`config.mk`:
```
export PLATFORM = sky130hd
export DESIGN_NAME = pcie_client_regs
export DESIGN_NICKNAME = d
export VERILOG_FILES = /design/src/rtl/pcie_client_pkg.sv /design/src/rtl/pcie_client_mreg.sv /design/src/rtl/pcie_client_evt.sv /design/src/rtl/pcie_client_intx.sv /design/src/rtl/pcie_client_regs.sv
export SDC_FILE = /design/constraint.sdc
export NUM_CORES = 1
export LEC_CHECK = 0
export BUFFER_PORTS_ARGS = -buffer_cell sky130_fd_sc_hd__buf_4
export CAP_MARGIN = 20
export CORE_MARGIN = 2
export CORE_UTILIZATION = 53
export DETAILED_ROUTE_END_ITERATION = 7
export GPL_TIMING_DRIVEN = 0
export PLACE_DENSITY = 0.87
export SETUP_SLACK_MARGIN = 0.3
export SYNTH_ARGS = -nofsm -noshare
export SYNTH_HDL_FRONTEND = slang
export SYNTH_SLANG_ARGS = --single-unit
```
`constraint.sdc`:
```
create_clock -name clk -period 2.8 [get_ports clk]
set_input_delay 0.28 -clock clk [delete_from_list [all_inputs] [get_ports clk]]
set_output_delay 0.28 -clock clk [all_outputs]
set_load 0.02 [all_outputs]
```
`src/rtl/pcie_client_pkg.sv`:
```
package pcie_client_pkg;

    localparam int ADDR_W  = 12;
    localparam int DATA_W  = 32;
    localparam int HALF_W  = DATA_W / 2;
    localparam int N_INTX  = 4;
    localparam int STATE_W = 6;

    localparam logic [ADDR_W-1:0] OFS_CTRL     = 12'h000;
    localparam logic [ADDR_W-1:0] OFS_INTX_ST  = 12'h008;
    localparam logic [ADDR_W-1:0] OFS_MISC_ST  = 12'h010;
    localparam logic [ADDR_W-1:0] OFS_INTX_MSK = 12'h01C;
    localparam logic [ADDR_W-1:0] OFS_MISC_MSK = 12'h024;
    localparam logic [ADDR_W-1:0] OFS_DEBUG    = 12'h104;
    localparam logic [ADDR_W-1:0] OFS_HOTRST   = 12'h180;
    localparam logic [ADDR_W-1:0] OFS_LTSSM    = 12'h300;

    localparam logic [STATE_W-1:0] STATE_ACTIVE = 6'h11;

    localparam int EVT_DLL_CHG = 1;
    localparam int EVT_RST_REQ = 2;

    localparam int PHY_UP_BIT = 16;
    localparam int DLL_UP_BIT = 17;

    typedef enum logic [3:0] {
        SEL_NONE,
        SEL_CTRL,
        SEL_INTX_ST,
        SEL_MISC_ST,
        SEL_INTX_MSK,
        SEL_MISC_MSK,
        SEL_DEBUG,
        SEL_HOTRST,
        SEL_LTSSM
    } reg_sel_e;

    typedef struct packed {
        logic [STATE_W-1:0] state;
        logic               phy_up;
        logic               dll_up;
    } link_obs_t;

    function automatic reg_sel_e decode_offset(input logic [ADDR_W-1:0] a);
        reg_sel_e s;
        case (a)
            OFS_CTRL:     s = SEL_CTRL;
            OFS_INTX_ST:  s = SEL_INTX_ST;
            OFS_MISC_ST:  s = SEL_MISC_ST;
            OFS_INTX_MSK: s = SEL_INTX_MSK;
            OFS_MISC_MSK: s = SEL_MISC_MSK;
            OFS_DEBUG:    s = SEL_DEBUG;
            OFS_HOTRST:   s = SEL_HOTRST;
            OFS_LTSSM:    s = SEL_LTSSM;
            default:      s = SEL_NONE;
        endcase
        return s;
    endfunction

    function automatic logic [DATA_W-1:0] ltssm_word(input link_obs_t o);
        logic [DATA_W-1:0] w;
        w = '0;
        w[STATE_W-1:0] = o.state;
        w[PHY_UP_BIT]  = o.phy_up;
        w[DLL_UP_BIT]  = o.dll_up;
        return w;
    endfunction

endpackage

```
`src/rtl/pcie_client_mreg.sv`:
```
module pcie_client_mreg #(
    parameter int           W       = 16,
    parameter logic [W-1:0] RST_VAL = '0
) (
    input  logic           clk,
    input  logic           rst,
    input  logic           we,
    input  logic [2*W-1:0] wdata,
    output logic [W-1:0]   q
);

    logic [W-1:0] en;
    logic [W-1:0] val;

    assign en  = wdata[2*W-1:W];
    assign val = wdata[W-1:0];

    always_ff @(posedge clk) begin
        if (rst)
            q <= RST_VAL;
        else if (we)
            q <= (q & ~en) | (val & en);
    end

    // without a write strobe the word holds
    a_r2_idle_hold: assert property (@(posedge clk) disable iff (rst)
        !we |=> $stable(q));

    for (genvar i = 0; i < W; i++) begin : g_bitchk
        // a disabled bit keeps its old value
        a_r2_bit_keep: assert property (@(posedge clk) disable iff (rst)
            (we && !wdata[W+i]) |=> (q[i] == $past(q[i])));
        // an enabled bit takes its value bit
        a_r2_bit_take: assert property (@(posedge clk) disable iff (rst)
            (we && wdata[W+i]) |=> (q[i] == $past(wdata[i])));
    end

endmodule

```
`src/rtl/pcie_client_evt.sv`:
```
module pcie_client_evt
    import pcie_client_pkg::*;
#(
    parameter int SW = HALF_W
) (
    input  logic          clk,
    input  logic          rst,
    input  link_obs_t     obs,
    input  logic          rst_req,
    input  logic          clr_we,
    input  logic [SW-1:0] clr_bits,
    output logic [SW-1:0] stat,
    output logic          link_up
);

    localparam logic [SW-1:0] IMPL = SW'((1 << EVT_DLL_CHG) | (1 << EVT_RST_REQ));

    logic          dll_q;
    logic          dll_chg;
    logic [SW-1:0] set_v;
    logic [SW-1:0] clr_v;

    assign dll_chg = obs.dll_up ^ dll_q;

    always_comb begin
        set_v = '0;
        set_v[EVT_DLL_CHG] = dll_chg;
        set_v[EVT_RST_REQ] = rst_req;
        clr_v = clr_we ? clr_bits : '0;
    end

    always_ff @(posedge clk) begin
        if (rst) begin
            dll_q   <= 1'b0;
            stat    <= '0;
            link_up <= 1'b0;
        end else begin
            dll_q   <= obs.dll_up;
            stat    <= ((stat & ~clr_v) | set_v) & IMPL;
            link_up <= obs.phy_up && obs.dll_up && (obs.state == STATE_ACTIVE);
        end
    end

    // a data-link flag change is latched
    a_r5_chg_latched: assert property (@(posedge clk) disable iff (rst)
        dll_chg |=> stat[EVT_DLL_CHG]);
    // a reset request is latched
    a_r5_req_latched: assert property (@(posedge clk) disable iff (rst)
        rst_req |=> stat[EVT_RST_REQ]);
    // a set bit stays set unless cleared
    a_r6_sticky: assert property (@(posedge clk) disable iff (rst)
        (stat[EVT_DLL_CHG] && !(clr_we && clr_bits[EVT_DLL_CHG])) |=> stat[EVT_DLL_CHG]);
    // clear without a concurrent event empties the bit
    a_r6_clear: assert property (@(posedge clk) disable iff (rst)
        (clr_we && clr_bits[EVT_RST_REQ] && !rst_req) |=> !stat[EVT_RST_REQ]);
    // link_up only after all three conditions held
    a_r4_qualified: assert property (@(posedge clk) disable iff (rst)
        link_up |-> $past(obs.phy_up && obs.dll_up && (obs.state == STATE_ACTIVE)));

endmodule

```
`src/rtl/pcie_client_intx.sv`:
```
module pcie_client_intx #(
    parameter int N = 4
) (
    input  logic         clk,
    input  logic         rst,
    input  logic [N-1:0] src,
    input  logic [N-1:0] mask,
    output logic [N-1:0] st,
    output logic         irq
);

    logic [N-1:0] pass;

    for (genvar i = 0; i < N; i++) begin : g_gate
        assign pass[i] = st[i] & ~mask[i];
    end

    assign irq = |pass;

    always_ff @(posedge clk) begin
        if (rst)
            st <= '0;
        else
            st <= src;
    end

    // status shows the previous-edge source levels
    a_r7_sample: assert property (@(posedge clk) disable iff (rst)
        1'b1 |=> (st == $past(src)));
    // a fully masked set never interrupts
    a_r8_all_masked: assert property (@(posedge clk) disable iff (rst)
        (&mask) |-> !irq);

endmodule

```
`src/rtl/pcie_client_regs.sv`:
```
module pcie_client_regs
    import pcie_client_pkg::*;
(
    input  logic              clk,
    input  logic              rst,
    input  logic              psel,
    input  logic              penable,
    input  logic              pwrite,
    input  logic [ADDR_W-1:0] paddr,
    input  logic [DATA_W-1:0] pwdata,
    output logic [DATA_W-1:0] prdata,
    input  logic [STATE_W-1:0] ltssm_state,
    input  logic              phy_link_up,
    input  logic              dll_link_up,
    input  logic              hot_reset_req,
    input  logic [N_INTX-1:0] intx_src,
    output logic              ltssm_en,
    output logic              rc_mode,
    output logic              ep_mode,
    output logic              ltssm_enh,
    output logic              link_up,
    output logic              sys_irq,
    output logic              intx_irq
);

    localparam logic [HALF_W-1:0] MASK_ALL = '1;
    localparam logic [N_INTX-1:0] INTX_ALL = '1;

    reg_sel_e          sel;
    logic              wr;
    link_obs_t         obs;

    logic [HALF_W-1:0] ctrl_q;
    logic [HALF_W-1:0] debug_q;
    logic [HALF_W-1:0] hotrst_q;
    logic [HALF_W-1:0] misc_msk_q;
    logic [N_INTX-1:0] intx_msk_q;
    logic [HALF_W-1:0] misc_st;
    logic [N_INTX-1:0] intx_st;

    assign sel = decode_offset(paddr);
    assign wr  = psel && penable && pwrite;

    assign obs.state  = ltssm_state;
    assign obs.phy_up = phy_link_up;
    assign obs.dll_up = dll_link_up;

    pcie_client_mreg #(.W(HALF_W), .RST_VAL('0)) u_ctrl (
        .clk(clk), .rst(rst), .we(wr && sel == SEL_CTRL), .wdata(pwdata), .q(ctrl_q));

    pcie_client_mreg #(.W(HALF_W), .RST_VAL('0)) u_debug (
        .clk(clk), .rst(rst), .we(wr && sel == SEL_DEBUG), .wdata(pwdata), .q(debug_q));

    pcie_client_mreg #(.W(HALF_W), .RST_VAL('0)) u_hotrst (
        .clk(clk), .rst(rst), .we(wr && sel == SEL_HOTRST), .wdata(pwdata), .q(hotrst_q));

    pcie_client_mreg #(.W(HALF_W), .RST_VAL(MASK_ALL)) u_misc_msk (
        .clk(clk), .rst(rst), .we(wr && sel == SEL_MISC_MSK), .wdata(pwdata), .q(misc_msk_q));

    pcie_client_mreg #(.W(N_INTX), .RST_VAL(INTX_ALL)) u_intx_msk (
        .clk(clk), .rst(rst), .we(wr && sel == SEL_INTX_MSK),
        .wdata({pwdata[HALF_W+N_INTX-1:HALF_W], pwdata[N_INTX-1:0]}), .q(intx_msk_q));

    pcie_client_evt #(.SW(HALF_W)) u_evt (
        .clk(clk), .rst(rst), .obs(obs), .rst_req(hot_reset_req),
        .clr_we(wr && sel == SEL_MISC_ST), .clr_bits(pwdata[HALF_W-1:0]),
        .stat(misc_st), .link_up(link_up));

    pcie_client_intx #(.N(N_INTX)) u_intx (
        .clk(clk), .rst(rst), .src(intx_src), .mask(intx_msk_q),
        .st(intx_st), .irq(intx_irq));

    assign sys_irq   = |(misc_st & ~misc_msk_q);
    assign ltssm_en  = (ctrl_q[3:2] == 2'b11);
    assign rc_mode   = ctrl_q[6];
    assign ep_mode   = (ctrl_q[7:4] == 4'b0000);
    assign ltssm_enh = hotrst_q[4];

    always_comb begin
        prdata = '0;
        if (psel) begin
            case (sel)
                SEL_CTRL:     prdata[HALF_W-1:0] = ctrl_q;
                SEL_DEBUG:    prdata[HALF_W-1:0] = debug_q;
                SEL_HOTRST:   prdata[HALF_W-1:0] = hotrst_q;
                SEL_MISC_MSK: prdata[HALF_W-1:0] = misc_msk_q;
                SEL_INTX_MSK: prdata[N_INTX-1:0] = intx_msk_q;
                SEL_MISC_ST:  prdata[HALF_W-1:0] = misc_st;
                SEL_INTX_ST:  prdata[N_INTX-1:0] = intx_st;
                SEL_LTSSM:    prdata             = ltssm_word(obs);
                default:      prdata             = '0;
            endcase
        end
    end

    // unmapped reads return zero
    a_r9_unmapped_read: assert property (@(posedge clk) disable iff (rst)
        (psel && !pwrite && sel == SEL_NONE) |-> (prdata == '0));
    // unmapped writes leave all writable words alone
    a_r9_unmapped_write: assert property (@(posedge clk) disable iff (rst)
        (wr && sel == SEL_NONE) |=> ($stable(ctrl_q) && $stable(debug_q) && $stable(hotrst_q)
                                     && $stable(misc_msk_q) && $stable(intx_msk_q)));
    // a fully masked event word never raises the system line
    a_r8_sys_masked: assert property (@(posedge clk) disable iff (rst)
        (&misc_msk_q) |-> !sys_irq);

endmodule

```
==> impl_results.html, run 1 <==
<table>
<tr><th>Metric</th><th>Value</th></tr>
<tr><th colspan="2">Global routing</th></tr>
<tr><td>Largest net degree at the start of global routing</td><td>14</td></tr>
<tr><td>All-Layer GR Usage</td><td>31.3%</td></tr>
<tr><td>Number of global-route vias before repair</td><td>approximately 4200</td></tr>
<tr><td>Overflow left after global routing</td><td>0</td></tr>
<tr><td>Antenna violations before repair</td><td>0</td></tr>
<tr><td>First-pass GRT wire length</td><td>20.5 mm</td></tr>
<tr><th colspan="2">Synthesis</th></tr>
<tr><td>Synthesized netlist cell count</td><td>501</td></tr>
<tr><td>Synth Area per Inst</td><td>7.92 sq um</td></tr>
<tr><td>Warning count from the yosys run</td><td>0</td></tr>
<tr><td>Commonest register cell after synthesis</td><td>sky130_fd_sc_hd__dfxtp_1</td></tr>
<tr><td>Sequential-to-total area share from yosys stat</td><td>38.4%</td></tr>
<tr><td>Number of flip-flops and latches in the synthesized netlist</td><td>76</td></tr>
<tr><td>Number of flops mapped to enable cells by yosys</td><td>0</td></tr>
<tr><td>Proportion of register bits with asynchronous set or reset after synthesis</td><td>0%</td></tr>
<tr><td>Post-Synthesis Cell Area</td><td>3970 sq um</td></tr>
<tr><td>Distinct cell type count of the synthesized netlist</td><td>44</td></tr>
<tr><th colspan="2">Clock network</th></tr>
<tr><td>Number of levels in the clock H-tree</td><td>3</td></tr>
<tr><td>Cell at the root of the clock tree</td><td>sky130_fd_sc_hd__clkbuf_8</td></tr>
<tr><td>Clock sink total</td><td>76</td></tr>
<tr><td>Clock transition at the registers of the reported paths</td><td>roughly 0.080 ns</td></tr>
<tr><td>CTS tree</td><td>done</td></tr>
<tr><td>Number of buffers created by CTS</td><td>9</td></tr>
<tr><td>Maximum buffer depth of the clock tree</td><td>2</td></tr>
<tr><td>Clock latency on the worst-skew pair</td><td>0.34 ns</td></tr>
<tr><th colspan="2">Worst setup path</th></tr>
<tr><td>CP max stage cell</td><td>sky130_fd_sc_hd__or4_4</td></tr>
<tr><td>Crit path arrival time</td><td>2.29 ns</td></tr>
<tr><td>Type of element capturing the critical path</td><td>output pin</td></tr>
<tr><td>Depth of the worst register-to-register path</td><td>2</td></tr>
<tr><td>Cell family contributing the most delay on the critical path</td><td>simple AND/OR/NAND/NOR gates</td></tr>
<tr><td>Worst stage delay on the critical path</td><td>0.54 ns</td></tr>
<tr><td>Slack of the worst reg-to-reg path</td><td>roughly 1.9 ns</td></tr>
<tr><td>Crit path launch type</td><td>input port</td></tr>
<tr><td>Maximum fanout along the worst path</td><td>4</td></tr>
<tr><td>Buffers plus inverters on the worst setup path</td><td>5</td></tr>
<tr><td>Cell-by-cell trace of the critical path</td><td>buf_6 -&gt; or4_4 -&gt; buf_8 -&gt; or2_4 -&gt; nor4_4 -&gt; buf_4 -&gt; buf_6 -&gt; a222oi_1 -&gt; a21oi_1 -&gt; buf_4</td></tr>
<tr><td>Critical path class</td><td>input port to output pin</td></tr>
<tr><td>Data required time of the critical path</td><td>2.52 ns</td></tr>
<tr><th colspan="2">Cells and area</th></tr>
<tr><td>Number of nets at the end of the flow</td><td>approximately 670</td></tr>
<tr><td>Finished layout cell area</td><td>around 5200 sq um</td></tr>
<tr><td>Commonest non-fill, non-tap cell in the layout</td><td>sky130_fd_sc_hd__nand2_1</td></tr>
<tr><td>Top library cells by usage in the layout, fill and taps aside</td><td>sky130_fd_sc_hd__nand2_1, sky130_fd_sc_hd__buf_4, sky130_fd_sc_hd__dfxtp_1, sky130_fd_sc_hd__a21oi_1, sky130_fd_sc_hd__nand3_1</td></tr>
<tr><td>Area growth, synth to finish</td><td>32.2%</td></tr>
<tr><td>Ant. Diodes</td><td>0</td></tr>
<tr><td>Fraction of final layout cells with drive strength greater than 1</td><td>26.4%</td></tr>
<tr><th colspan="2">Drt</th></tr>
<tr><td>DR vias</td><td>4396</td></tr>
<tr><td>Routed wirelength normalized by instance count</td><td>approximately 19 microns</td></tr>
<tr><td>Antenna-violating nets left</td><td>0</td></tr>
<tr><td>Mean number of vias per cell</td><td>6.21</td></tr>
<tr><td>Detailed-routing iteration count for the pre-antenna-repair pass</td><td>6</td></tr>
<tr><td>Violation count after the first detailed-route iteration</td><td>between 500 and 600</td></tr>
<tr><td>Routed Wire Length</td><td>13.3 mm</td></tr>
<tr><td>DRC violations left</td><td>0</td></tr>
<tr><th colspan="2">Pwr</th></tr>
<tr><td>Logic pwr share</td><td>9.6%</td></tr>
<tr><td>Switching Fraction</td><td>about a quarter</td></tr>
<tr><td>Ratio of total power to cell area</td><td>442 nW/um^2</td></tr>
<tr><td>Leakage</td><td>1.79 nW</td></tr>
<tr><td>Switching power total</td><td>552 uW</td></tr>
<tr><td>Clock network power share</td><td>a little over two fifths</td></tr>
<tr><td>Peak supply drop</td><td>336 uV</td></tr>
<tr><td>Fraction of power consumed by sequential logic</td><td>47.0%</td></tr>
<tr><td>Internal power contribution</td><td>1.77 mW</td></tr>
<tr><th colspan="2">STA</th></tr>
<tr><td>Post-layout minimum cycle time</td><td>2.57 ns</td></tr>
<tr><td>Setup repair after global routing missed its margin</td><td>true</td></tr>
<tr><td>Final Cycle Share</td><td>91.9%</td></tr>
<tr><td>Total setup violations reported at the end of the flow</td><td>0</td></tr>
<tr><td>Count of final max-slew check failures</td><td>0</td></tr>
<tr><td>Worst setup slack after layout</td><td>0.226 ns</td></tr>
<tr><td>Final clock skew</td><td>0.00477 ns</td></tr>
<tr><td>Achievable frequency</td><td>slightly below 400 MHz</td></tr>
<tr><td>Total negative slack for setup checks</td><td>0 ns</td></tr>
<tr><td>Final Hold Vio Count</td><td>0</td></tr>
<tr><td>Worst Max-Slew Pin Slew</td><td>0.679 ns</td></tr>
<tr><td>Max-Slew Margin vs Limit</td><td>54.1%</td></tr>
<tr><th colspan="2">Placed design</th></tr>
<tr><td>Total placed instance area</td><td>approximately 4700 sq um</td></tr>
<tr><td>Worst slack, placed</td><td>-0.283 ns</td></tr>
<tr><td>Number of I/O port buffers</td><td>69</td></tr>
<tr><td>Routability cong.</td><td>0.935</td></tr>
<tr><td>Post-detailed-placement half-perimeter wirelength</td><td>just under 9 mm</td></tr>
<tr><th colspan="2">Flow run</th></tr>
<tr><td>Reported max-cap violation count</td><td>0</td></tr>
<tr><th colspan="2">Floorplan</th></tr>
<tr><td>Core Footprint</td><td>7250 sq um</td></tr>
<tr><td>Y dimension of the die</td><td>90.5 microns</td></tr>
<tr><td>IO Pins</td><td>101</td></tr>
<tr><td>Die X</td><td>90.5 microns</td></tr>
<tr><td>Area of the die</td><td>8190 sq um</td></tr>
<tr><td>Row Count</td><td>31</td></tr>
<tr><td>Starting density of the core</td><td>54.7%</td></tr>
<tr><th colspan="2">Worst hold path</th></tr>
<tr><td>Worst Hold Launch</td><td>ltssm_state[5]</td></tr>
<tr><td>Path class of the lowest-slack min-delay path</td><td>input port to flip-flop</td></tr>
<tr><td>Hold endpoint</td><td>u_evt.link_up</td></tr>
<tr><td>Hold Path Depth</td><td>2</td></tr>
<tr><th colspan="2">Run status</th></tr>
<tr><td>Run status</td><td>finished, final reports clean</td></tr>
</table>
## routing by layer
metal / global-route usage (%) / routed length, microns / up-vias
met3: 7.26 / 1450 / 48
met5: 0 / 0 / -
met4: 13.5 / 394 / 0
met2: 53.7 / 6390 / 308
li1: - / - / 2008
met1: 37.5 / 5060 / 2032
## power groups by stage
stage                     logic [mW]  registers, mW  clock network [mW]
final                          0.221           1.09                1.01
after global routing           0.236           1.09                1.05
after detailed placement       0.205           1.11                   0
after global placement         0.200           1.11                   0
after CTS                      0.211           1.09                1.01
after floorplan                0.108           1.11                   0
## how the worst max path moves through the flow
stage / end / from / depth (start not counted)
CTS: prdata[3] / paddr[2] / 9
detailed placement: prdata[3] / paddr[9] / 7
finish: prdata[1] / paddr[3] / 10
global route: prdata[2] / paddr[3] / 10
floorplan: prdata[0] / paddr[5] / 6
global placement: prdata[2] / paddr[9] / 7
## per-stage QoR
stage / instances / hold WS [ns] / utilization [%] / power [mW]
2_1_floorplan: 514 / 0.356 / - / 1.22
3_3_place_gp: 682 / 0.439 / 64.7 / 1.31
3_5_place_dp: 682 / 0.448 / 64.7 / 1.32
4_1_cts: 706 / 0.0862 / 69.9 / 2.31
5_1_grt: 708 / 0.0929 / 72.3 / 2.38
6_report: 708 / 0.0975 / 72.3 / 2.32
## cells in the mapped netlist (2+ instances only)
library cell,number,area (sq um)
sky130_fd_sc_hd__nor3_1,8,40.0
sky130_fd_sc_hd__a22oi_1,29,218
sky130_fd_sc_hd__nand2_1,98,368
sky130_fd_sc_hd__or3_1,2,12.5
sky130_fd_sc_hd__dfxtp_1,76,1520
sky130_fd_sc_hd__xor2_1,2,17.5
sky130_fd_sc_hd__o22ai_1,3,18.8
sky130_fd_sc_hd__mux2i_1,2,20.0
sky130_fd_sc_hd__or4_4,2,22.5
sky130_fd_sc_hd__buf_4,14,105
sky130_fd_sc_hd__clkbuf_1,35,131
sky130_fd_sc_hd__and3_1,3,18.8
sky130_fd_sc_hd__a31oi_1,2,12.5
sky130_fd_sc_hd__a222oi_1,6,60.1
sky130_fd_sc_hd__a21boi_1,2,15.0
sky130_fd_sc_hd__nand3_1,50,250
sky130_fd_sc_hd__a32oi_1,2,17.5
sky130_fd_sc_hd__a311o_1,20,200
sky130_fd_sc_hd__a21boi_0,16,120
sky130_fd_sc_hd__and2_1,2,12.5
sky130_fd_sc_hd__a21oi_2,10,87.6
sky130_fd_sc_hd__nor4_4,2,42.5
sky130_fd_sc_hd__inv_1,7,26.3
sky130_fd_sc_hd__nor2_1,9,33.8
sky130_fd_sc_hd__nor4_1,4,25.0
sky130_fd_sc_hd__buf_2,9,45.0
sky130_fd_sc_hd__nor4b_1,2,17.5
sky130_fd_sc_hd__nor2b_1,5,31.3
sky130_fd_sc_hd__nor3_2,2,20.0
sky130_fd_sc_hd__nand4_1,2,12.5
sky130_fd_sc_hd__nor4_2,2,25.0
sky130_fd_sc_hd__or4b_2,4,40.0
sky130_fd_sc_hd__a21oi_1,58,290
## worst reg2reg max path, cell delays in order, from the launching register on
cell                       delay (ns)
sky130_fd_sc_hd__dfxtp_1         0.34
sky130_fd_sc_hd__a21boi_0        0.13
sky130_fd_sc_hd__a311o_1         0.35
## kinds of logic (layout without fill, tap and decap cells)
| kind of cell | count (synthesis) | after routing | synth area share [%] |
|---|---|---|---|
| and+or+nand+nor | 202 | 202 | 25.5 |
| muxes | 2 | 2 | 0.505 |
| xor gates and xnor gates | 3 | 3 | 0.663 |
| buffers and inverters | 66 | 161 | 8.04 |
| AOI/OAI and AO/OA | 151 | 151 | 26.8 |
| other | 1 | 14 | 0.0945 |
| DFF | 76 | 76 | 38.4 |
## repair_timing
action                                  CTS  global route
pin swaps                                15             8
buffers inserted                          8             1
hold buffers                              0             0
cloned                                    0             1
endpoints found under the setup margin   18            29
gates resized for setup                  23            35
## final cells by class
| class | instances | area, sq um |
|---|---|---|
| multi-input cells | 372 | 2330 |
| clock inverters | 6 | 111 |
| repair buffers | 79 | 674 |
| plain buffers | 59 | 328 |
| well taps | 99 | 124 |
| fillers | 526 | 2010 |
| inverters | 7 | 26.3 |
| clock buffers | 10 | 128 |
| flip-flops and latches | 76 | 1520 |
No activity file was read; power rests on OpenSTA's default activity.
==> run 2, diff against run 1 <==
Clock period 2.8 ns to 2.4 ns, I/O delays scaled along.
==> run 2 against run 1 <==
Effect of this change:
- the flow now finishes with violations (setup timing)
- non-clock buffer count grew 2
- sequential share of layout area shrank 0.31 points
- worst setup slack lost 0.23 ns
- power grew 6.1%
- global-route usage grew 0.87 points
- clock power shrank 9%
- clock skew shrank 0.0019 ns
- largest cell class unchanged
- largest power group unchanged
==> impl_results.html, run 2 (synthesis gave the netlist of run 1 again) <==
<table>
<tr><th>Metric</th><th>Value</th></tr>
<tr><th colspan="2">Run status</th></tr>
<tr><td>Run status</td><td>complete, but fails checks (was finished, final reports clean)</td></tr>
<tr><td>Violations in the final reports</td><td>setup timing</td></tr>
<tr><th colspan="2">Worst setup path</th></tr>
<tr><td>Type of element capturing the critical path</td><td>output pin (unchanged)</td></tr>
<tr><td>Crit path launch type</td><td>input port (unchanged)</td></tr>
<tr><td>Data required time of the critical path</td><td>2.16 ns (was 2.52 ns)</td></tr>
<tr><td>Maximum fanout along the worst path</td><td>4 (unchanged)</td></tr>
<tr><td>Worst stage delay on the critical path</td><td>0.53 ns (was 0.54 ns)</td></tr>
<tr><td>Cell family contributing the most delay on the critical path</td><td>simple AND/OR/NAND/NOR gates (unchanged)</td></tr>
<tr><td>Crit path arrival time</td><td>2.16 ns (was 2.29 ns)</td></tr>
<tr><td>Buffers plus inverters on the worst setup path</td><td>5 (unchanged)</td></tr>
<tr><td>Cell-by-cell trace of the critical path</td><td>buf_6 -&gt; or4_4 -&gt; buf_8 -&gt; or2_4 -&gt; nor4_4 -&gt; buf_4 -&gt; buf_6 -&gt; a22oi_2 -&gt; a31oi_2 -&gt; buf_4 (was buf_6 -&gt; or4_4 -&gt; buf_8 -&gt; or2_4 -&gt; nor4_4 -&gt; buf_4 -&gt; buf_6 -&gt; a222oi_1 -&gt; a21oi_1 -&gt; buf_4)</td></tr>
<tr><td>Worst Setup SP</td><td>paddr[2] (was paddr[3])</td></tr>
<tr><td>CP max stage cell</td><td>sky130_fd_sc_hd__or4_4 (unchanged)</td></tr>
<tr><td>Critical path class</td><td>input port to output pin (unchanged)</td></tr>
<tr><th colspan="2">Drt</th></tr>
<tr><td>Routed Wire Length</td><td>13.4 mm (was 13.3 mm)</td></tr>
<tr><td>Mean number of vias per cell</td><td>6.24 (was 6.21)</td></tr>
<tr><td>Detailed-routing iteration count for the pre-antenna-repair pass</td><td>7 (was 6)</td></tr>
<tr><td>Violation count after the first detailed-route iteration</td><td>446 (was 592)</td></tr>
<tr><td>DR vias</td><td>4430 (was 4396)</td></tr>
<tr><td>Antenna-violating nets left</td><td>0 (unchanged)</td></tr>
<tr><td>DRC violations left</td><td>0 (unchanged)</td></tr>
<tr><td>Routed wirelength normalized by instance count</td><td>18.8 microns (about the same)</td></tr>
<tr><th colspan="2">STA</th></tr>
<tr><td>Max-Slew Margin vs Limit</td><td>44.3% (was 54.1%)</td></tr>
<tr><td>Setup repair after global routing missed its margin</td><td>true (unchanged)</td></tr>
<tr><td>Achievable frequency</td><td>416 MHz</td></tr>
<tr><td>Final Cycle Share</td><td>100%</td></tr>
<tr><td>Total setup violations reported at the end of the flow</td><td>1 (was 0)</td></tr>
<tr><td>Worst Max-Slew Pin Slew</td><td>0.828 ns (was 0.679 ns)</td></tr>
<tr><td>Final Hold Vio Count</td><td>0 (unchanged)</td></tr>
<tr><td>Total negative slack for setup checks</td><td>-0.00184 ns (was 0 ns)</td></tr>
<tr><td>Worst setup slack after layout</td><td>-0.00184 ns (was 0.226 ns)</td></tr>
<tr><td>Final clock skew</td><td>0.00287 ns (was 0.00477 ns)</td></tr>
<tr><td>Count of final max-slew check failures</td><td>0 (unchanged)</td></tr>
<tr><td>Post-layout minimum cycle time</td><td>2.40 ns</td></tr>
<tr><th colspan="2">Pwr</th></tr>
<tr><td>Switching power total</td><td>698 uW (was 552 uW)</td></tr>
<tr><td>Clock network power share</td><td>37.6% (was 43.4%)</td></tr>
<tr><td>Leakage</td><td>1.82 nW (was 1.79 nW)</td></tr>
<tr><td>Switching Fraction</td><td>28.4% (was 23.8%)</td></tr>
<tr><td>Internal power contribution</td><td>1.76 mW (was 1.77 mW)</td></tr>
<tr><td>Logic pwr share</td><td>10.7% (was 9.6%)</td></tr>
<tr><td>Peak supply drop</td><td>368 uV (was 336 uV)</td></tr>
<tr><td>Fraction of power consumed by sequential logic</td><td>51.7% (was 47.0%)</td></tr>
<tr><td>Total Power</td><td>2.46 mW (was 2.32 mW)</td></tr>
<tr><td>Ratio of total power to cell area</td><td>464 nW/um^2 (was 442 nW/um^2)</td></tr>
<tr><th colspan="2">Clock network</th></tr>
<tr><td>CTS tree</td><td>done (unchanged)</td></tr>
<tr><td>Clock sink total</td><td>76 (unchanged)</td></tr>
<tr><td>Maximum buffer depth of the clock tree</td><td>2 (unchanged)</td></tr>
<tr><td>Cell at the root of the clock tree</td><td>sky130_fd_sc_hd__clkbuf_8 (unchanged)</td></tr>
<tr><td>Number of levels in the clock H-tree</td><td>3 (unchanged)</td></tr>
<tr><td>Clock latency on the worst-skew pair</td><td>0.35 ns (was 0.34 ns)</td></tr>
<tr><td>Cts hold-fix bufs</td><td>0 (unchanged)</td></tr>
<tr><td>Number of buffers created by CTS</td><td>9 (unchanged)</td></tr>
<tr><td>Clock transition at the registers of the reported paths</td><td>0.10 ns (was 0.08 ns)</td></tr>
<tr><th colspan="2">Cells and area</th></tr>
<tr><td>Area growth, synth to finish</td><td>33.6% (was 32.2%)</td></tr>
<tr><td>Fill cell count</td><td>529 (was 526)</td></tr>
<tr><td>Commonest non-fill, non-tap cell in the layout</td><td>sky130_fd_sc_hd__nand2_1 (unchanged)</td></tr>
<tr><td>Top library cells by usage in the layout, fill and taps aside</td><td>sky130_fd_sc_hd__nand2_1, sky130_fd_sc_hd__dfxtp_1, sky130_fd_sc_hd__buf_4, sky130_fd_sc_hd__a21oi_1, sky130_fd_sc_hd__nand3_1 (was sky130_fd_sc_hd__nand2_1, sky130_fd_sc_hd__buf_4, sky130_fd_sc_hd__dfxtp_1, sky130_fd_sc_hd__a21oi_1, sky130_fd_sc_hd__nand3_1)</td></tr>
<tr><td>Ant. Diodes</td><td>0 (unchanged)</td></tr>
<tr><td>Fraction of final layout cells with drive strength greater than 1</td><td>28.3% (was 26.4%)</td></tr>
<tr><td>Post-Layout Cell Count</td><td>710 (was 708)</td></tr>
<tr><td>Number of nets at the end of the flow</td><td>668 (was 666)</td></tr>
<tr><th colspan="2">Worst hold path</th></tr>
<tr><td>Worst Hold Launch</td><td>ltssm_state[5] (unchanged)</td></tr>
<tr><td>Path class of the lowest-slack min-delay path</td><td>input port to flip-flop (unchanged)</td></tr>
<tr><th colspan="2">Placed design</th></tr>
<tr><td>Placed cell count</td><td>682 (unchanged)</td></tr>
<tr><td>Routability cong.</td><td>0.925 (was 0.935)</td></tr>
<tr><td>Worst slack, placed</td><td>-0.668 ns (was -0.283 ns)</td></tr>
<tr><td>Number of I/O port buffers</td><td>69 (unchanged)</td></tr>
<tr><td>Post-detailed-placement half-perimeter wirelength</td><td>8.64 mm (was 8.82 mm)</td></tr>
<tr><th colspan="2">Global routing</th></tr>
<tr><td>First-pass GRT wire length</td><td>21.0 mm (was 20.5 mm)</td></tr>
<tr><td>All-Layer GR Usage</td><td>32.2% (was 31.3%)</td></tr>
<tr><td>Number of global-route vias before repair</td><td>4228 (was 4227)</td></tr>
<tr><td>Overflow left after global routing</td><td>0 (unchanged)</td></tr>
<tr><td>Antenna violations before repair</td><td>0 (unchanged)</td></tr>
<tr><td>Largest net degree at the start of global routing</td><td>16 (was 14)</td></tr>
<tr><th colspan="2">Floorplan</th></tr>
<tr><td>Area of the die</td><td>8190 sq um (unchanged)</td></tr>
<tr><td>Core Footprint</td><td>7250 sq um (unchanged)</td></tr>
<tr><td>IO Pins</td><td>101 (unchanged)</td></tr>
<tr><td>Y dimension of the die</td><td>90.5 microns (unchanged)</td></tr>
<tr><td>Starting density of the core</td><td>54.7% (unchanged)</td></tr>
<tr><td>Row Count</td><td>31 (unchanged)</td></tr>
<tr><td>Die X</td><td>90.5 microns (unchanged)</td></tr>
<tr><th colspan="2">Flow run</th></tr>
<tr><td>Reported max-cap violation count</td><td>0 (unchanged)</td></tr>
</table>
==> run 2: cell count changes in the layout (fill, tap and decap cells not counted), sizes merged <==
cell | before | now
buf | 105 | 104
clkbuf | 43 | 45
clkinvlp | 1 | 2
inv | 8 | 11
bufinv | 3 | 0
==> run 2: final cells by class <==
cell class | instances | area [sq um] | area share [%]
clock buffers | 9 | 124 | 2.34
plain buffers | 59 | 367 | 6.92
multi-input cells | 372 | 2380 | 44.8
clock inverters | 7 | 57.6 | 1.09
repair buffers | 81 | 704 | 13.3
well taps | 99 | 124 | 2.34
flip-flops and latches | 76 | 1520 | 28.7
inverters | 7 | 26.3 | 0.496
==> run 2: per-stage QoR <==
stage / hold WS, ns / cell area (sq um) / util [%]
6_report: 0.0410 / 5300 / 73.1
5_1_grt: 0.0387 / 5300 / 73.1
4_1_cts: 0.0459 / 5250 / 72.4
3_5_place_dp: 0.428 / 4790 / 66.0
3_3_place_gp: 0.425 / 4790 / 66.0
2_1_floorplan: 0.316 / 4140 / -
==> run 2: final timing paths <==
path                                      end  slack, ns  cells after the start
worst min register to register      flip-flop       0.46                      2
worst min-delay path            u_evt.link_up       0.04                      2
worst max-delay path                prdata[3]     -0.002                     10
worst max register to register      flip-flop       1.47                      2
==> run 2: power by group through the flow <==
stage	registers, mW	logic, mW	clock network (mW)
after floorplan	1.30	0.128	0
after global placement	1.30	0.235	0
after detailed placement	1.30	0.240	0
after CTS	1.27	0.250	0.923
after global routing	1.27	0.282	0.986
final	1.27	0.264	0.924
==> run 2: worst reg2reg max path, cell delays in order, from the launching register on <==
cell and delay (ns):
sky130_fd_sc_hd__dfxtp_1 0.34, sky130_fd_sc_hd__a21boi_0 0.14, sky130_fd_sc_hd__a311o_1 0.35
==> run 2: timing repair <==
item | in CTS | in global routing
hold endpoints to repair | 0 | 0
pin swaps | 12 | 9
cloned | 1 | 0
resized for setup | 47 | 19
setup endpoints to repair | 54 | 79
setup buffers | 11 | 0
==> run 2: metal layers <==
metal,part of all wire (%),track usage [%],routed length (microns)
met1,37,41.3,5010
met2,47,51.2,6290
met3,12,6.76,1560
met4,3.8,16.3,510
met5,0,0,0
==> run 3, diff against run 2 <==
Settings changed: CORE_MARGIN 2 to default.
==> run 3 against run 2 <==
Effect of this change:
- clock skew hardly changed
- cell count is 0.14% higher
- critical path depth is 2 lower
- power is 0.98% lower
- hold slack worse by 0.00077 ns
- the flow still finishes with violations (setup timing)
- largest cell class unchanged
- sequential cell count stayed put
- sequential power hardly changed
- non-clock buffer count is 1 higher
==> impl_results.html, run 3 (synthesis gave the netlist of run 1 again) <==
<table>
<tr><th>Metric</th><th>Value</th></tr>
<tr><th colspan="2">Cells and area</th></tr>
<tr><td>Fraction of final layout cells with drive strength greater than 1</td><td>28.4% (was 28.3%)</td></tr>
<tr><td>Post-Layout Cell Count</td><td>711 (was 710)</td></tr>
<tr><td>Multi-input combinational cell area</td><td>2380 sq um (unchanged)</td></tr>
<tr><td>Register area</td><td>1520 sq um (unchanged)</td></tr>
<tr><td>Ant. Diodes</td><td>0 (unchanged)</td></tr>
<tr><td>Top library cells by usage in the layout, fill and taps aside</td><td>sky130_fd_sc_hd__nand2_1, sky130_fd_sc_hd__buf_4, sky130_fd_sc_hd__dfxtp_1, sky130_fd_sc_hd__a21oi_1, sky130_fd_sc_hd__nand3_1 (was sky130_fd_sc_hd__nand2_1, sky130_fd_sc_hd__dfxtp_1, sky130_fd_sc_hd__buf_4, sky130_fd_sc_hd__a21oi_1, sky130_fd_sc_hd__nand3_1)</td></tr>
<tr><td>Share of the core filled with cells in the final layout</td><td>72.8% (was 73.1%)</td></tr>
<tr><td>Commonest non-fill, non-tap cell in the layout</td><td>sky130_fd_sc_hd__nand2_1 (unchanged)</td></tr>
<tr><td>Area growth, synth to finish</td><td>33.1% (was 33.6%)</td></tr>
<tr><td>Fill cell count</td><td>527 (was 529)</td></tr>
<tr><td>Finished layout cell area</td><td>5280 sq um (was 5300 sq um)</td></tr>
<tr><td>Number of nets at the end of the flow</td><td>669 (was 668)</td></tr>
<tr><th colspan="2">Clock network</th></tr>
<tr><td>CTS tree</td><td>done (unchanged)</td></tr>
<tr><td>Clock sink total</td><td>76 (unchanged)</td></tr>
<tr><td>Clock latency on the worst-skew pair</td><td>0.36 ns (was 0.35 ns)</td></tr>
<tr><td>Maximum buffer depth of the clock tree</td><td>2 (unchanged)</td></tr>
<tr><td>Number of levels in the clock H-tree</td><td>3 (unchanged)</td></tr>
<tr><td>Cell at the root of the clock tree</td><td>sky130_fd_sc_hd__clkbuf_8 (unchanged)</td></tr>
<tr><td>Clock transition at the registers of the reported paths</td><td>0.08 ns (was 0.10 ns)</td></tr>
<tr><td>Number of buffers created by CTS</td><td>9 (unchanged)</td></tr>
<tr><th colspan="2">Worst setup path</th></tr>
<tr><td>Crit-path most repeated cell</td><td>sky130_fd_sc_hd__buf_6</td></tr>
<tr><td>Maximum fanout along the worst path</td><td>10 (was 4)</td></tr>
<tr><td>Cell-by-cell trace of the critical path</td><td>buf_6 -&gt; buf_2 -&gt; or4b_2 -&gt; nor3_4 -&gt; buf_6 -&gt; a32oi_1 -&gt; a31oi_2 -&gt; buf_4 (was buf_6 -&gt; or4_4 -&gt; buf_8 -&gt; or2_4 -&gt; nor4_4 -&gt; buf_4 -&gt; buf_6 -&gt; a22oi_2 -&gt; a31oi_2 -&gt; buf_4)</td></tr>
<tr><td>Slack of the worst reg-to-reg path</td><td>1.49 ns (was 1.47 ns)</td></tr>
<tr><td>Cell family contributing the most delay on the critical path</td><td>simple AND/OR/NAND/NOR gates (unchanged)</td></tr>
<tr><td>CP max stage cell</td><td>sky130_fd_sc_hd__or4b_2 (was sky130_fd_sc_hd__or4_4)</td></tr>
<tr><td>Critical path class</td><td>input port to output pin (unchanged)</td></tr>
<tr><td>Data required time of the critical path</td><td>2.16 ns (about the same)</td></tr>
<tr><td>Crit path arrival time</td><td>2.23 ns (was 2.16 ns)</td></tr>
<tr><td>Buffers plus inverters on the worst setup path</td><td>4 (was 5)</td></tr>
<tr><td>Depth of the worst register-to-register path</td><td>2 (unchanged)</td></tr>
<tr><td>Crit path launch type</td><td>input port (unchanged)</td></tr>
<tr><td>Type of element capturing the critical path</td><td>output pin (unchanged)</td></tr>
<tr><td>Worst stage delay on the critical path</td><td>0.68 ns (was 0.53 ns)</td></tr>
<tr><th colspan="2">Pwr</th></tr>
<tr><td>Total Power</td><td>2.44 mW (was 2.46 mW)</td></tr>
<tr><td>Leakage</td><td>1.80 nW (was 1.82 nW)</td></tr>
<tr><td>Ratio of total power to cell area</td><td>461 nW/um^2 (was 464 nW/um^2)</td></tr>
<tr><td>Peak supply drop</td><td>362 uV (was 368 uV)</td></tr>
<tr><th colspan="2">STA</th></tr>
<tr><td>Final Cycle Share</td><td>103% (was 100%)</td></tr>
<tr><td>Post-layout minimum cycle time</td><td>2.47 ns (was 2.40 ns)</td></tr>
<tr><td>Hold_ws</td><td>0.0402 ns (was 0.0410 ns)</td></tr>
<tr><td>Count of final max-slew check failures</td><td>0 (unchanged)</td></tr>
<tr><td>Setup repair after global routing missed its margin</td><td>true (unchanged)</td></tr>
<tr><td>Max-Slew Margin vs Limit</td><td>54.2% (was 44.3%)</td></tr>
<tr><td>Total setup violations reported at the end of the flow</td><td>12 (was 1)</td></tr>
<tr><td>Achievable frequency</td><td>405 MHz (was 416 MHz)</td></tr>
<tr><td>Final clock skew</td><td>0.00286 ns (was 0.00287 ns)</td></tr>
<tr><td>Worst Max-Slew Pin Slew</td><td>0.688 ns (was 0.828 ns)</td></tr>
<tr><td>Worst setup slack after layout</td><td>-0.0710 ns (was -0.00184 ns)</td></tr>
<tr><td>Final Hold Vio Count</td><td>0 (unchanged)</td></tr>
<tr><th colspan="2">Worst hold path</th></tr>
<tr><td>Worst Hold Launch</td><td>ltssm_state[5] (unchanged)</td></tr>
<tr><td>Path class of the lowest-slack min-delay path</td><td>input port to flip-flop (unchanged)</td></tr>
<tr><td>Hold endpoint</td><td>u_evt.link_up (unchanged)</td></tr>
<tr><td>Hold Path Depth</td><td>2 (unchanged)</td></tr>
<tr><th colspan="2">Placed design</th></tr>
<tr><td>Post-detailed-placement half-perimeter wirelength</td><td>8.58 mm (was 8.64 mm)</td></tr>
<tr><td>Number of I/O port buffers</td><td>69 (unchanged)</td></tr>
<tr><td>Routability cong.</td><td>0.911 (was 0.925)</td></tr>
<tr><td>Total placed instance area</td><td>4790 sq um (unchanged)</td></tr>
<tr><td>Placed cell count</td><td>682 (unchanged)</td></tr>
<tr><th colspan="2">Global routing</th></tr>
<tr><td>All-Layer GR Usage</td><td>33.6% (was 32.2%)</td></tr>
<tr><td>Antenna violations before repair</td><td>0 (unchanged)</td></tr>
<tr><td>Largest net degree at the start of global routing</td><td>14 (was 16)</td></tr>
<tr><td>First-pass GRT wire length</td><td>19.5 mm (was 21.0 mm)</td></tr>
<tr><td>Overflow left after global routing</td><td>0 (unchanged)</td></tr>
<tr><td>Number of global-route vias before repair</td><td>3842 (was 4228)</td></tr>
<tr><th colspan="2">Floorplan</th></tr>
<tr><td>Die X</td><td>88.5 microns (was 90.5 microns)</td></tr>
<tr><td>IO Pins</td><td>101 (unchanged)</td></tr>
<tr><td>Row Count</td><td>31 (unchanged)</td></tr>
<tr><td>Y dimension of the die</td><td>88.5 microns (was 90.5 microns)</td></tr>
<tr><td>Area of the die</td><td>7830 sq um (was 8190 sq um)</td></tr>
<tr><td>Core Footprint</td><td>7250 sq um (unchanged)</td></tr>
<tr><td>Starting density of the core</td><td>54.7% (unchanged)</td></tr>
<tr><th colspan="2">Drt</th></tr>
<tr><td>Routed Wire Length</td><td>13.3 mm (was 13.4 mm)</td></tr>
<tr><td>Detailed-routing iteration count for the pre-antenna-repair pass</td><td>6 (was 7)</td></tr>
<tr><td>Antenna-violating nets left</td><td>0 (unchanged)</td></tr>
<tr><td>DRC violations left</td><td>0 (unchanged)</td></tr>
<tr><td>DR vias</td><td>4431 (was 4430)</td></tr>
<tr><td>Routed wirelength normalized by instance count</td><td>18.7 microns (was 18.8 microns)</td></tr>
<tr><td>Mean number of vias per cell</td><td>6.23 (was 6.24)</td></tr>
<tr><td>Violation count after the first detailed-route iteration</td><td>551 (was 446)</td></tr>
<tr><th colspan="2">Run status</th></tr>
<tr><td>Run status</td><td>complete, but fails checks (unchanged)</td></tr>
<tr><td>Violations in the final reports</td><td>setup timing (unchanged)</td></tr>
<tr><th colspan="2">Flow run</th></tr>
<tr><td>Reported max-cap violation count</td><td>0 (unchanged)</td></tr>
</table>
-- run 3: area by class of cell --
class,instances,share of cell area (%)
Sequential cell,76,28.8
Timing Repair Buffer,82,13.3
Multi-Input combinational cell,372,45.0
Buffer,59,6.59
Clock buffer,10,2.61
Inverter,7,0.498
Tap cell,99,2.35
Clock inverter,6,0.759
-- run 3: layer usage --
layer / vias to the layer above / track usage, % / part of all wire [%]
li1: 2008 / - / -
met1: 2061 / 42.4 / 39
met2: 306 / 54.8 / 48
met3: 56 / 7.65 / 9.8
met4: 0 / 15.2 / 3.9
met5: - / 0 / 0
-- run 3: worst max path at each step --
stage,from,end,slack [ns],depth (start not counted)
floorplan,paddr[5],prdata[0],0.002,6
global placement,paddr[9],prdata[2],-0.63,7
detailed placement,paddr[9],prdata[2],-0.67,7
CTS,paddr[2],prdata[3],-0.10,9
global route,paddr[2],prdata[3],-0.1,10
finish,paddr[2],prdata[3],-0.07,8
-- run 3: timing repair --
item | in CTS | in global routing
resized for setup | 36 | 30
gates cloned | 1 | 0
hold buffers | 0 | 0
pin swaps | 13 | 8
setup buffers | 9 | 3
setup endpoints to repair | 52 | 50
-- run 3: power by group --
group	internal, mW	total, mW	switching, mW
sequential	1.27	1.27	0.00461
combinational	0.105	0.265	0.159
clock	0.399	0.899	0.500
total	1.77	2.44	0.664
-- run 3: through the flow --
step	setup WS, ns	setup TNS, ns
after floorplan	0.00155	0
after global placement	-0.626	-13.04
after detailed placement	-0.669	-15.19
after CTS	-0.102	-1.16
after global routing	-0.0966	-0.888
final	-0.0710	-0.310
